===== src/rtl/spi_slave_port.sv =====
module spi_slave_port #(
  parameter int W = 8
) (
  input  logic         clk,
  input  logic         rst_n,
  input  logic         cpol,
  input  logic         cpha,
  input  logic         lsb_first,
  input  logic         flush,
  input  logic         sck_in,
  input  logic         mosi_in,
  input  logic         sel_n_in,
  output logic         miso_out,
  input  logic [W-1:0] tx_data,
  input  logic         tx_write,
  output logic         tx_empty,
  output logic         tx_irq,
  output logic [W-1:0] rx_data,
  output logic         rx_valid,
  input  logic         rx_read,
  output logic         rx_overrun
);
  localparam int CW = (W > 1) ? $clog2(W) : 1;
  localparam logic [CW-1:0] LAST = CW'(W - 1);

  function automatic logic [W-1:0] order(input logic [W-1:0] d, input logic rev);
    logic [W-1:0] r;
    for (int i = 0; i < W; i++) r[i] = d[W-1-i];
    return rev ? r : d;
  endfunction

  logic [1:0]    sck_s, mosi_s, sel_s;
  logic          sck_q, sel_q;
  logic          active, loaded, tx_full;
  logic [CW-1:0] cnt;
  logic [W-1:0]  sh_tx, sh_rx, tx_buf, last_tx;

  always_ff @(posedge clk or negedge rst_n) begin
    if (!rst_n) begin
      sck_s  <= '0;
      mosi_s <= '0;
      sel_s  <= 2'b11;
      sck_q  <= 1'b0;
      sel_q  <= 1'b1;
    end else begin
      sck_s  <= {sck_s[0], sck_in};
      mosi_s <= {mosi_s[0], mosi_in};
      sel_s  <= {sel_s[0], sel_n_in};
      sck_q  <= sck_s[1];
      sel_q  <= sel_s[1];
    end
  end

  wire sck_r  = sck_s[1] & ~sck_q;
  wire sck_f  = ~sck_s[1] & sck_q;
  wire lead   = cpol ? sck_f : sck_r;
  wire trail  = cpol ? sck_r : sck_f;
  wire samp_e = active & (cpha ? trail : lead);
  wire drv_e  = active & (cpha ? lead : trail) & (cnt != '0);
  wire sel_fall = sel_q & ~sel_s[1];
  wire sel_rise = ~sel_q & sel_s[1];
  wire done   = samp_e & (cnt == LAST);
  wire load   = active & ~loaded & ~flush;
  wire [W-1:0] rx_next = {sh_rx[W-2:0], mosi_s[1]};

  assign miso_out = sh_tx[W-1];
  assign tx_empty = ~tx_full;

  always_ff @(posedge clk or negedge rst_n) begin
    if (!rst_n) active <= 1'b0;
    else if (sel_fall) active <= 1'b1;
    else if (sel_rise) active <= 1'b0;
  end

  always_ff @(posedge clk or negedge rst_n) begin
    if (!rst_n) begin
      cnt    <= '0;
      sh_tx  <= '0;
      sh_rx  <= '0;
      loaded <= 1'b0;
    end else if (flush) begin
      cnt    <= '0;
      sh_tx  <= '0;
      sh_rx  <= '0;
      loaded <= 1'b0;
    end else begin
      if (load) begin
        sh_tx  <= order(tx_full ? tx_buf : last_tx, lsb_first);
        loaded <= 1'b1;
      end else if (drv_e) begin
        sh_tx <= sh_tx << 1;
      end
      if (samp_e) begin
        sh_rx <= rx_next;
        cnt   <= done ? '0 : cnt + 1'b1;
      end
      if (done) loaded <= 1'b0;
    end
  end

  always_ff @(posedge clk or negedge rst_n) begin
    if (!rst_n) begin
      tx_buf  <= '0;
      last_tx <= '0;
      tx_full <= 1'b0;
      tx_irq  <= 1'b0;
    end else begin
      tx_irq <= load;
      if (load) last_tx <= tx_full ? tx_buf : last_tx;
      if (tx_write) tx_buf <= tx_data;
      tx_full <= (tx_full & ~load) | tx_write;
    end
  end

  always_ff @(posedge clk or negedge rst_n) begin
    if (!rst_n) begin
      rx_data    <= '0;
      rx_valid   <= 1'b0;
      rx_overrun <= 1'b0;
    end else begin
      if (done) rx_data <= order(rx_next, lsb_first);
      if (done) rx_valid <= 1'b1;
      else if (rx_read) rx_valid <= 1'b0;
      if (done & rx_valid & ~rx_read) rx_overrun <= 1'b1;
      else if (rx_read) rx_overrun <= 1'b0;
    end
  end

  a_r7_irq_single: assert property (@(posedge clk) disable iff (!rst_n)
    tx_irq |=> !tx_irq);
  a_r5_valid_after_byte: assert property (@(posedge clk) disable iff (!rst_n)
    done |=> rx_valid);
  a_r6_overrun_needs_data: assert property (@(posedge clk) disable iff (!rst_n)
    rx_overrun |-> rx_valid);
  a_r2_idle_frozen: assert property (@(posedge clk) disable iff (!rst_n)
    (!active && !flush && !$rose(active)) |=> $stable(cnt) && $stable(sh_rx));
  a_r10_flush_clears: assert property (@(posedge clk) disable iff (!rst_n)
    flush |=> (cnt == '0) && (sh_rx == '0));
  a_r8_load_empties: assert property (@(posedge clk) disable iff (!rst_n)
    (tx_irq && !$past(tx_write)) |-> tx_empty);
  a_r11_miso_driven: assert property (@(posedge clk) disable iff (!rst_n)
    !$isunknown(miso_out));
endmodule


===== config.mk =====
export PLATFORM = sky130hd
export DESIGN_NAME = spi_slave_port
export DESIGN_NICKNAME = d
export VERILOG_FILES = /design/src/rtl/spi_slave_port.sv
export SDC_FILE = /design/constraint.sdc
export NUM_CORES = 1
export LEC_CHECK = 0
export BUFFER_PORTS_ARGS = -buffer_cell sky130_fd_sc_hd__buf_4
export CORE_ASPECT_RATIO = 1.75
export CORE_MARGIN = 3
export CORE_UTILIZATION = 30
export CTS_CLUSTER_SIZE = 28
export DETAILED_ROUTE_END_ITERATION = 6
export PLACE_DENSITY_LB_ADDON = 0.08
export REMOVE_ABC_BUFFERS = 1
export SYNTH_ARGS = -nofsm -noshare
export SYNTH_HDL_FRONTEND = slang
export SYNTH_SLANG_ARGS = --single-unit
export TNS_END_PERCENT = 5

===== constraint.sdc =====
create_clock -name clk -period 5 [get_ports clk]
set_input_delay 1 -clock clk [delete_from_list [all_inputs] [get_ports clk]]
set_output_delay 1 -clock clk [all_outputs]
set_load 0.005 [all_outputs]

# == Word-level counts from Yosys, hierarchy flattened ==
# Index checks and enable logic that the tools add are counted.
# op_classes
n_addsub,1
n_eq_ne,1
muxes,23
n_bitwise,23
n_reduce_logical,7
# op_table
cell,count
$mux 8,6
$mux 7,2
$and 1x1->1,13
$mux 1,12
$mux 3,3
$not 1->1,9
$reduce_bool 3->1,3
$reduce_bool 2->1,4
$add 3x1->3 const B,1
$eq 3x3->1 const B,1
$or 1x1->1,1
# totals
regBits,56
inputBits,19
output_inout_bits,13
elab_cells,72

# == Depth between registers and ports, before layout ==
# depth
depth_word,9
ltp_mapped,6
mapped_depth_nobuf,6

# == Least setup slack after synthesis ==
# Ideal clock, no wire load.
# synth_timing
path_type,input to register
from,in cpol
to,reg sh_tx[2]
setup_ps,67
arrival_time_ps,2184
t_required_ps,4933
setup_slack_ps,2749
path_stages,4
path_buffers,0
path_cell_list,xnor2_2 -> mux2_2 -> nor4_4 -> a221o_1
# synth_between
elab_chain_len,5
elab_cells_between_ends,6
classes_between,mux (3); bitwise (2); reduce/logical (1)
# synth_lines
element,line,source
"start, declared",6,"input logic cpol,"
$mux 1 (on tied branches),"57, 56",
$mux 1 (*),59,wire drv_e = active & (cpha ? lead : trail) & (cnt != '0);
$and 1x1->1 (*) (2 in series),59,
$reduce_bool 3->1 (no source line) (*),-,
"end signal, assigned",88,"sh_tx <= order(tx_full ? tx_buf : last_tx, lsb_first);"
"end signal, assigned",91,sh_tx <= sh_tx << 1;
"end, declared",36,"logic [W-1:0] sh_tx, sh_rx, tx_buf, last_tx;"
# Every way passes the cells marked *; elsewhere a longest branch is shown, timed or not.
# A chain may end at the register's enable or synchronous reset.

# == Final worst setup path ==
# layout_timing
from,in cpol
to,reg rx_overrun
# layout_between
elab_chain_len,7
elab_cells_between_ends,9
classes_between,mux (4); bitwise (4); reduce/logical (1)
# layout_lines
element,line,source
$mux 1 (on tied branches),"56, 57",
$mux 1 (*),58,wire samp_e = active & (cpha ? trail : lead);
$and 1x1->1 (*),58,
$and 1x1->1 (*),62,wire done = samp_e & (cnt == LAST);
$and 1x1->1 (*) (2 in series),124,if (done & rx_valid & ~rx_read) rx_overrun <= 1'b1;
$mux 1 / $reduce_bool 2->1 (equally long branches),-,
"end signal, assigned",119,rx_overrun <= 1'b0;
"end signal, assigned",124,
"end signal, assigned",125,else if (rx_read) rx_overrun <= 1'b0;
"end, declared",21,output logic rx_overrun
# Marks and branches as above.

==> flow_summary.yaml <==
status:
  outcome: "finished clean"
route:
  vias: 1663
  drt_first_pass_iters: 4
  routed_via_density: 4.79
  drc: 0
  ant_nets: 0
  routed_wl_um: 5140
  wl_per_cell_um: 14.8
  dr.first_iter.drc_count: 47
synthesis:
  synth.area.top_cells: "dfrtp_1 52%, mux2_2 8.3%, mux4_2 7.0%"
  synth_top_area_share: 0.515
  ys_ff_latch: 56
  async_flop_share: 1.00
  synth_warnings: 0
  synth_edf_count: 0
  yosysSeqAreaShare: 0.546
  syn-mean-instance-area_um2: 12.7
  yosysMostFrequentCell: "dfrtp_1"
  synth_area_um2: 2570
  syn_inst: 202
  ys_top_cells_by_count: "53 x dfrtp_1, 19 x mux2_2, 17 x a21oi_1"
  synth_top_area_cell: "dfrtp_1"
  ys_types: 34
  synthFlopType: "dfrtp_1"
clock_network:
  insertion_delay_ps: 300
  cts_tree: "done"
  htreeDepth: 2
  cts_made_buffers: 5
  clockRootBuffer: "clkbuf_16"
  cts_hold_buf: 0
  clkTransAtPathRegs_ps: 80
  clockBufferDepth: 2
  numClockSinks: 56
  post_cts_resized: 0
  cts_setup_buffers: 0
worst_setup_path:
  r2r_setup_slack_ps: 2990
  critPathKind: "primary input to register"
  r2r-end: "last_tx[6]"
  end_kind: "register"
  crit_arrival_ps: 2570
  reg2reg_depth: 4
  r2r-start: "active"
  crit_fanout: 19
  worstSetupStartpointType: "primary input"
  required_ps: 5230
cells_and_area:
  antennaDiodeCount: 0
  final_cell_area_um2: 3060
  syn_to_final_growth_pct: 19.0
  fin_nets: 254
  drive_gt1_frac: 0.332
  fin_util: 0.368
  stdcell_count: 347
pwr:
  netSwitchingPower_mw: 0.272
  vdd_drop_max_mv: 0.178
  pwr_density_cell_nw_per_um2: 346
  power.leakage_nw: 1.36
  power_mw: 1.06
  power_frac_clock: 0.342
  internal_power_mw: 0.787
  seqPwrFrac: 0.518
  p_comb_frac: 0.141
  switching_share: 0.256
timing:
  period_minus_slack_ps: 2330
  max_slew_margin: 0.374
  clock_skew_ps: 7.80
  finalSetupViolCount: 0
  worst_slack_ps: 2670
  rsz0062_at_grt: "false"
  fin_hold_ws_ps: 350
  max_freq_ghz: 0.429
  tns_ps: 0
  tightest_slew_ps: 921
  final_hold_viol_count: 0
  fin_crit_sh: 0.466
  slew_viol_final: 0
global_routing:
  globalRouteOverflowTotal: 0
  grt_max_degree: 57
  grt_use_total: 0.113
  antenna_found_initial: 0
  first_global_vias: 1752
  grt_pass1_wl_um: 8690
min_path:
  hold_class: "register to register"
  hp-start: "sck_s[0]"
  hold_depth: 0
  min_to: "sck_s[1]"
placement:
  dp_hpwl_um: 3570
  placed_cell_area_um2: 2910
  io_buffers: 31
  dp_cells: 339
  gp_congestion: 0.724
  post-place-ws_ps: 2300
floorplanning:
  die_width_um: 76.0
  coreArea_um2: 8310
  die_h_um: 129
  pin_count: 32
  initial_core_util: 0.310
  num_rows: 44
  die_area_um2: 9780
flow_run:
  maxCapViolCount: 0
flip-flops by register name (all words and copies together), names as in the netlist, 2 cells and up:
signal   cells
sel_s        2
tx_buf       8
last_tx      8
mosi_s       2
sh_rx        7
rx_data      8
cnt          3
sck_s        2
sh_tx        8
layout make-up:
| cell class | count | area, µm² |
|---|---|---|
| well taps | 115 | 144 |
| fillers | 849 | 5250 |
| inverters | 9 | 33.8 |
| multi-input cells | 128 | 1100 |
| clock inverters | 3 | 26.3 |
| flip-flops and latches | 56 | 1410 |
| repair buffers | 31 | 233 |
| clock buffers | 5 | 125 |
power groups by stage:
stage | clock network, mW | registers [mW] | logic (mW)
after floorplan | 0 | 0.541 | 0.108
after global placement | 0 | 0.556 | 0.150
after detailed placement | 0 | 0.558 | 0.153
after CTS | 0.381 | 0.549 | 0.153
after global routing | 0.396 | 0.556 | 0.165
final | 0.362 | 0.548 | 0.149
worst max-delay path by stage:
stage / startpoint / endpoint / cells after the start
after floorplan: cpol / sh_tx[2] / 4
after global placement: cpol / rx_overrun / 5
after detailed placement: cpol / rx_overrun / 5
after CTS: cpol / rx_overrun / 5
after global routing: cpol / rx_data[4] / 5
final: cpol / rx_overrun / 5
kinds of logic (layout without fill, tap and decap cells):
group                      Yosys count  in the layout  share of synthesized area
DFF                                 56             56                      0.546
and+or+nand+nor                     45             45                      0.101
AOI/OAI and AO/OA                   40             40                      0.102
muxes                               38             38                      0.197
buffers and inverters               18             48                     0.0287
adders and majority gates            4              4                     0.0194
xor gates and xnor gates             1              1                    0.00632
layer usage:
layer  global-route usage  vias to the layer above  share of wire
met1                0.118                      839           0.40
met5                    0                        -              0
met4               0.0480                        0          0.011
met3               0.0231                        4          0.029
li1                     -                      795              -
met2                0.218                       25           0.56
worst max-delay path, stage by stage:
cell and delay (ps):
buf_4 120, xnor2_2 330, mux2i_2 830, a21oi_1 160, nor2_1 120
cell usage in the layout (no fill, tap or decap):
cell	n
a211oi_1	1
o21ai_0	8
a21o_1	2
nor2b_1	1
ha_1	4
dfrtp_1	53
and2_1	6
nor3_1	2
o22ai_1	1
a21oi_1	17
o31ai_1	1
nand2b_1	6
nand2_1	1
mux2_2	19
buf_4	31
a221o_1	6
o311a_1	1
o311ai_0	1
o2111ai_1	1
mux4_2	8
o31ai_2	1
or2_2	3
inv_6	1
inv_1	9
xnor2_2	1
mux2i_1	10
nor4_4	1
clkinv_4	2
nor3b_1	1
nand4b_1	3
clkbuf_16	5
nor2_2	1
nand3_1	8
dfstp_2	3
mux2i_2	1
nor2_1	12
No activity file was read; power rests on OpenSTA's default activity.
